<file path="src/rtl/latdec_pkg.sv">
package latdec_pkg;
  localparam int unsigned DEF_ADDR_W = 4;

  // number of decoded lines for an address width
  function automatic int unsigned lines_for(input int unsigned aw);
    return 1 << aw;
  endfunction
endpackage

</file>
<file path="src/rtl/latdec_addr_hold.sv">
module latdec_addr_hold #(
  parameter int unsigned ADDR_W = latdec_pkg::DEF_ADDR_W
) (
  input  logic              clk,
  input  logic              rst,
  input  logic              strobe,
  input  logic [ADDR_W-1:0] addr_in,
  output logic [ADDR_W-1:0] addr_eff
);
  logic [ADDR_W-1:0] addr_q;

  // capture while the strobe is open; keep the last value once it closes
  always_ff @(posedge clk) begin
    if (rst)         addr_q <= '0;
    else if (strobe) addr_q <= addr_in;
  end

  // transparent path while strobe is high
  assign addr_eff = strobe ? addr_in : addr_q;
endmodule

</file>
<file path="src/rtl/latdec_onehot.sv">
module latdec_onehot #(
  parameter int unsigned ADDR_W = latdec_pkg::DEF_ADDR_W,
  localparam int unsigned OUT_W = 1 << ADDR_W
) (
  input  logic [ADDR_W-1:0] addr,
  output logic [OUT_W-1:0]  sel
);
  for (genvar i = 0; i < OUT_W; i++) begin : g_line
    assign sel[i] = (addr == ADDR_W'(i));
  end
endmodule

</file>
<file path="src/rtl/latdec_out_stage.sv">
module latdec_out_stage #(
  parameter int unsigned OUT_W  = 16,
  parameter bit          INVERT = 1'b0
) (
  input  logic             clk,
  input  logic             rst,
  input  logic             en_n,
  input  logic [OUT_W-1:0] sel,
  output logic [OUT_W-1:0] y
);
  logic [OUT_W-1:0] idle_lvl;
  logic [OUT_W-1:0] act_lvl;

  if (INVERT) begin : g_inv
    assign idle_lvl = '1;
    assign act_lvl  = ~sel;
  end else begin : g_true
    assign idle_lvl = '0;
    assign act_lvl  = sel;
  end

  // the enable gates every edge, independent of the address strobe
  always_ff @(posedge clk) begin
    if (rst)       y <= idle_lvl;
    else if (en_n) y <= idle_lvl;
    else           y <= act_lvl;
  end
endmodule

</file>
<file path="src/rtl/latdec_top.sv">
module latdec_top #(
  parameter int unsigned ADDR_W = latdec_pkg::DEF_ADDR_W,
  parameter bit          INVERT = 1'b0
) (
  input  logic                     clk,
  input  logic                     rst,
  input  logic [ADDR_W-1:0]        sel_addr,
  input  logic                     strobe,
  input  logic                     en_n,
  output logic [(1<<ADDR_W)-1:0]   y_out
);
  localparam int unsigned OUT_W = latdec_pkg::lines_for(ADDR_W);

  logic [ADDR_W-1:0] addr_eff;
  logic [OUT_W-1:0]  sel_vec;

  latdec_addr_hold #(.ADDR_W(ADDR_W)) u_hold (
    .clk(clk), .rst(rst), .strobe(strobe),
    .addr_in(sel_addr), .addr_eff(addr_eff)
  );

  latdec_onehot #(.ADDR_W(ADDR_W)) u_dec (
    .addr(addr_eff), .sel(sel_vec)
  );

  latdec_out_stage #(.OUT_W(OUT_W), .INVERT(INVERT)) u_out (
    .clk(clk), .rst(rst), .en_n(en_n), .sel(sel_vec), .y(y_out)
  );
endmodule

</file>
<file path="config.mk">
export PLATFORM = sky130hd
export DESIGN_NAME = latdec_top
export DESIGN_NICKNAME = d
export VERILOG_FILES = /design/src/rtl/latdec_pkg.sv /design/src/rtl/latdec_addr_hold.sv /design/src/rtl/latdec_onehot.sv /design/src/rtl/latdec_out_stage.sv /design/src/rtl/latdec_top.sv
export SDC_FILE = /design/constraint.sdc
export NUM_CORES = 1
export LEC_CHECK = 0
export ABC_AREA = 1
export BUFFER_PORTS_ARGS = -buffer_cell sky130_fd_sc_hd__buf_2
export CAP_MARGIN = 10
export CORE_MARGIN = 2
export CORE_UTILIZATION = 48
export DETAILED_ROUTE_END_ITERATION = 10
export HOLD_SLACK_MARGIN = 0.1
export PLACE_DENSITY_LB_ADDON = 0.05
export SKIP_CTS_REPAIR_TIMING = 1
export SYNTH_ARGS = -nofsm -noshare
export SYNTH_HDL_FRONTEND = slang
export SYNTH_HIERARCHICAL = 1
export SYNTH_SLANG_ARGS = --single-unit
</file>
<file path="constraint.sdc">
create_clock -name clk -period 1.26 [get_ports clk]
set_clock_uncertainty 0.05 [all_clocks]
set_input_delay 0.189 -clock clk [delete_from_list [all_inputs] [get_ports clk]]
set_output_delay 0.189 -clock clk [all_outputs]
set_load 0.03 [all_outputs]
</file>
==> reports/results.txt, run 1 <==
clock transition at the registers of the reported paths: 0.10 ns
post-route ant nets: 0
WL/cell: 7.723 um
status: finished, final reports clean
WHS: 0.1706 ns
multi-input combinational cell area: 254.0 um2
Hold Startpoint: sel_addr[3]
worst slew pin tran: 0.2397 ns
MaxCap Viol Count: 0
Crit. Startpoint: u_hold/addr_q[0]$_SDFF_PP0_
Die ar.: 2011 um2
Root Buffer: clkbuf_4
normalized max-slew margin: 0.8400
Synth area leader: dfxtp_1
nature of the critical path endpoint: register
vias in the first global route: 513
setup violators final: 0
most numerous cell in the Yosys netlist: inv_1
register area: 400.4 um2
Synth top cells by count: 32 x inv_1, 25 x nor2_1, 20 x dfxtp_1, 20 x nand2_1, 10 x nor2_2
core area: 1541 um2
Synth warnings: 6
final worst path period share: 0.8569
# fillers: 147
Hold Crit Class: input pin to register
Initial Util: 0.5195
Post-synth ARST share: 0
height of the die: 44.85 um
Pwr Total: 1.090 mW
Reg power frac: 0.597
syn avg cell area: 7.086 um2
nets@finish: 149
Power per Cell Area: 1143 nW/um2
initial antenna violation count: 0
GRT overflow: 0
largest net degree at the start of global routing: 17
main flop type after synthesis: dfxtp_1
Setup crit start kind: register
Tmin final: 1.080 ns
Internal: 0.8050 mW
# rows: 14
post-synthesis net count: 121
synthesized area: 800.8 um2
WL final: 1.197 mm
CTS max path bufs: 2
Fin Setup TNS: 0 ns
critical path required time: 1.44 ns
clock network power share: 0.264
Synth top area share: 0.5000
Num Clock Sinks: 20
Area contributors post-synth: dfxtp_1 50%, inv_1 15%, nor2_1 12%
DRC: 0
WS Path Type: register to register
1st-iter DRT viols: 9
TritonCTS Buffers: 3
diode count: 0
num ports: 24
share of cells above drive strength 1: 0.2950
via count: 649
Hold Vio Cnt, Final: 0
DP HPWL: 930.8 um
count of state elements after synthesis: 20
synthesis-to-finish area growth: 19.06%
Cell variety after synth: 9
Max IR drop VDD: 784.4 uV
CTS H-Tree Depth: 1
Crit Path Max Fanout: 4
Port Buffers: 23
Skew-Pair Late Insertion Delay: 0.29 ns
unrepaired setup endpoints after global routing: no
cells after synthesis: 113
TritonRoute pass-1 iters: 4
Via-to-Cell Ratio: 4.187
gp weighted congestion: 0.7404
Fmax: 0.9262 GHz
TritonCTS clock tree: done
combinational share of power: 0.139
crit path DAT: 1.26 ns
first-pass GRT wire length: 2.118 mm
die width: 44.85 um
fin. max-slew vios: 0
Critical R2R Launch: u_hold/addr_q[0]$_SDFF_PP0_
Pleak: 0.5051 nW
gr usage total: 0.1474
switching power: 0.2850 mW
Post-synth EDFFs: 0
sequential area share after synthesis: 0.5000
fin util: 0.6185
switch share: 0.2615
[per-layer routing]
layer  track usage  wire (um)  vias to the layer above
met5             0          0                        -
met4       0.08824         34                        0
met3       0.04800         64                        5
met2        0.2116        533                       20
met1        0.1920        565                      264
li1              -          -                      360
[state kept, by name (all words and copies together), names as in the netlist]
register,cells
u_hold/addr_q,4
u_out/y,16
[path summary, 6_finish.rpt]
check | end | slack (ns) | cells after the start
setup / recovery | u_out/y[2]$_SDFF_PP0_ | 0.18 | 9
hold reg to reg | u_hold/addr_q[1]$_SDFF_PP0_ | 0.49 | 4
setup reg to reg | u_out/y[2]$_SDFF_PP0_ | 0.18 | 9
hold / removal | u_hold/addr_q[3]$_SDFF_PP0_ | 0.17 | 5
[cells in the final DEF (no fill, tap or decap)]
| cell type | count |
|---|---|
| buf_2 | 23 |
| inv_1 | 32 |
| nor2_1 | 25 |
| nand2_1 | 20 |
| clkbuf_4 | 3 |
| nand2_4 | 1 |
| dfxtp_1 | 20 |
| nor2_4 | 1 |
| inv_2 | 3 |
| dlygate4sd3_1 | 1 |
| nor2_2 | 10 |
[critical path, stage by stage (launching register included)]
cell and delay (ns):
dfxtp_1 0.31, inv_1 0.04, nand2_1 0.04, nand2_1 0.07
inv_1 0.07, inv_1 0.07, nand2_1 0.10, nor2_1 0.12
inv_1 0.05, nor2_1 0.10
[stage by stage]
step                      setup slack [ns]  instances  cell area, um2
after floorplan                     0.2996        113           800.8
after global placement              0.1258        151           920.9
after detailed placement            0.1272        151           920.9
after CTS                           0.1660        154           943.4
after global routing              0.006561        155           953.4
final                               0.1803        155           953.4
[power groups by stage]
stage,Sequential (mW),Clock [mW],Combinational [mW]
floorplan,0.681,0,0.101
global placement,0.666,0,0.148
detailed placement,0.666,0,0.150
CTS,0.651,0.296,0.151
global route,0.653,0.329,0.176
finish,0.651,0.287,0.152
[kinds of logic after synthesis]
kind of cell / share of synthesized area
buffers and inverters: 0.1828
and+or+nand+nor: 0.3172
DFF: 0.5000
[cell type report]
cell class	count	share of cell area
flip-flops and latches	20	0.4199
clock buffers	3	0.02362
repair buffers	24	0.1312
well taps	16	0.02100
multi-input cells	57	0.2664
inverters	35	0.1378
Power figures use the tool's default switching activity.
==> run 2: changes to the inputs <==
--- a/config.mk
+++ b/config.mk
@@ -13,6 +13,7 @@
 export DETAILED_ROUTE_END_ITERATION = 10
 export HOLD_SLACK_MARGIN = 0.1
 export PLACE_DENSITY_LB_ADDON = 0.05
+export REMOVE_ABC_BUFFERS = 1
 export SKIP_CTS_REPAIR_TIMING = 1
 export SYNTH_ARGS = -nofsm -noshare
 export SYNTH_HDL_FRONTEND = slang
==> run 2 against run 1 <==
Sequential cell count unchanged. Clock-buffer cell count is 1 higher. Sequential power barely moved. Critical path depth did not move. Cell count up 0.65%. Wire length increased by 1.4%. Sequential share of layout area down 0.70 points. Maximum frequency is 2.7% lower. Clock power increased by 25%. Power increased by 6.8%. Critical endpoint is now u_out/y[4]$_SDFF_PP0_.
==> reports/results.txt, run 2 (same netlist as run 1, synthesis figures left out) <==
status: finished, final reports clean (unchanged)
first-pass GRT wire length: 2.111 mm (was 2.118 mm)
height of the die: 44.85 um (unchanged)
slowest CP cell: dfxtp_1 (unchanged)
gr usage total: 0.1442 (was 0.1474)
CTS H-Tree Depth: 1 (unchanged)
clock transition at the registers of the reported paths: 0.11 ns (was 0.10 ns)
Pleak: 0.5121 nW (was 0.5051 nW)
Reg2Reg Setup Slack: 0.15 ns (was 0.18 ns)
core area: 1541 um2 (unchanged)
synthesis-to-finish area growth: 21.09% (was 19.06%)
Final Non-Filler Cells: 156 (was 155)
TritonRoute pass-1 iters: 4 (unchanged)
Fmax: 0.9014 GHz (was 0.9262 GHz)
WL final: 1.214 mm (was 1.197 mm)
multi-input combinational cell area: 256.5 um2 (was 254.0 um2)
Crit Path Max Fanout: 4 (unchanged)
Skew-Pair Late Insertion Delay: 0.29 ns (about the same)
Post-DP Area: 920.9 um2 (unchanged)
Initial Util: 0.5195 (unchanged)
Hold Vio Cnt, Final: 0 (unchanged)
unrepaired setup endpoints after global routing: yes (was no)
Setup crit start kind: register (unchanged)
CTS max path bufs: 2 (unchanged)
DRC: 0 (unchanged)
MaxCap Viol Count: 0 (unchanged)
WS Path Type: register to register (unchanged)
TritonCTS clock tree: done (unchanged)
fin util: 0.6291 (was 0.6185)
nets@finish: 149 (unchanged)
nature of the critical path endpoint: register (unchanged)
CP most frequent cell: inv_1 (unchanged)
Fin Setup TNS: 0 ns (unchanged)
Regs by FF count: u_out/y (16), u_hold/addr_q (4) (unchanged)
largest net degree at the start of global routing: 17 (unchanged)
# fillers: 158 (was 147)
Via-to-Cell Ratio: 4.122 (was 4.187)
worst slew pin tran: 0.2396 ns (was 0.2397 ns)
CP peak stage delay: 0.31 ns (about the same)
normalized max-slew margin: 0.8401 (was 0.8400)
Num Clock Sinks: 20 (unchanged)
max reg flops: 16 (unchanged)
CP cell instances: inv_1 > nand2_1 > nand2_1 > inv_1 > inv_1 > nand2_1 > nor2_1 > inv_1 > nor2_2 (was inv_1 > nand2_1 > nand2_1 > inv_1 > inv_1 > nand2_1 > nor2_1 > inv_1 > nor2_1)
setup violators final: 0 (unchanged)
leading cell type in the layout, fill and taps excluded: inv_1 (unchanged)
Hold Crit Class: input pin to register (unchanged)
die width: 44.85 um (unchanged)
1st-iter DRT viols: 6 (was 9)
vias in the first global route: 541 (was 513)
dpl cells: 151 (unchanged)
most frequent cells in the layout: 32 x inv_1, 24 x nor2_1, 23 x buf_2 (was 32 x inv_1, 25 x nor2_1, 23 x buf_2)
critical path required time: 1.45 ns (was 1.44 ns)
Power per Cell Area: 1200 nW/um2 (was 1143 nW/um2)
initial antenna violation count: 0 (unchanged)
fin. max-slew vios: 0 (unchanged)
post-route cell area: 969.7 um2 (was 953.4 um2)
Root Buffer: clkbuf_4 (unchanged)
Biggest register: u_out/y (unchanged)
final worst path period share: 0.8805 (was 0.8569)
post-route ant nets: 0 (unchanged)
Tmin final: 1.109 ns (was 1.080 ns)
num ports: 24 (unchanged)
# rows: 14 (unchanged)
TritonCTS Buffers: 3 (unchanged)
via count: 643 (was 649)
Port Buffers: 23 (unchanged)
diode count: 0 (unchanged)
DP HPWL: 982 um (was 930.8 um)
gp weighted congestion: 0.7606 (was 0.7404)
register area: 400.4 um2 (unchanged)
GRT overflow: 0 (unchanged)
Max IR drop VDD: 550.5 uV (was 784.4 uV)
share of cells above drive strength 1: 0.3071 (was 0.2950)
WHS: 0.1605 ns (was 0.1706 ns)
Die ar.: 2011 um2 (unchanged)
WL/cell: 7.782 um (was 7.723 um)
crit path DAT: 1.30 ns (was 1.26 ns)
-- run 2: worst max-delay path, delay by kind of cell, from the launching register on --
kind | cells | cell delay (ns)
buffers and inverters | 4 | 0.23
DFF | 1 | 0.31
and+or+nand+nor | 5 | 0.46
-- run 2: routing by layer --
metal / wire length (um) / track usage
met1: 584 / 0.1825
met2: 554 / 0.2290
met3: 65 / 0.03600
met4: 9 / 0.07059
met5: 0 / 0
-- run 2: cell type report --
class                   instances  share of cell area
well taps                      16             0.02065
multi-input cells              57              0.2645
clock buffers                   4             0.03742
flip-flops and latches         20              0.4129
inverters                      35              0.1355
repair buffers                 24              0.1290
-- run 2: worst paths after layout --
kind / startpoint / end / cells after the start
hold / removal: sel_addr[2] / u_hold/addr_q[2]$_SDFF_PP0_ / 5
setup / recovery: u_hold/addr_q[3]$_SDFF_PP0_ / u_out/y[4]$_SDFF_PP0_ / 9
hold reg to reg: u_hold/addr_q[2]$_SDFF_PP0_ / u_hold/addr_q[2]$_SDFF_PP0_ / 4
setup reg to reg: u_hold/addr_q[3]$_SDFF_PP0_ / u_out/y[4]$_SDFF_PP0_ / 9
-- run 2: stage by stage --
step | setup WS [ns] | total power [mW]
floorplan | 0.2959 | 0.7769
global placement | 0.1246 | 0.8144
detailed placement | 0.1013 | 0.8173
CTS | 0.1485 | 1.175
global route | -0.02803 | 1.232
finish | 0.1506 | 1.164
-- run 2: power by group --
group	leakage, nW	internal, mW	total (mW)	switching (mW)
Combinational	0.329	0.0460	0.153	0.107
Clock	0.0210	0.176	0.359	0.183
Sequential	0.162	0.648	0.651	0.00338
Total	0.512	0.870	1.16	0.294
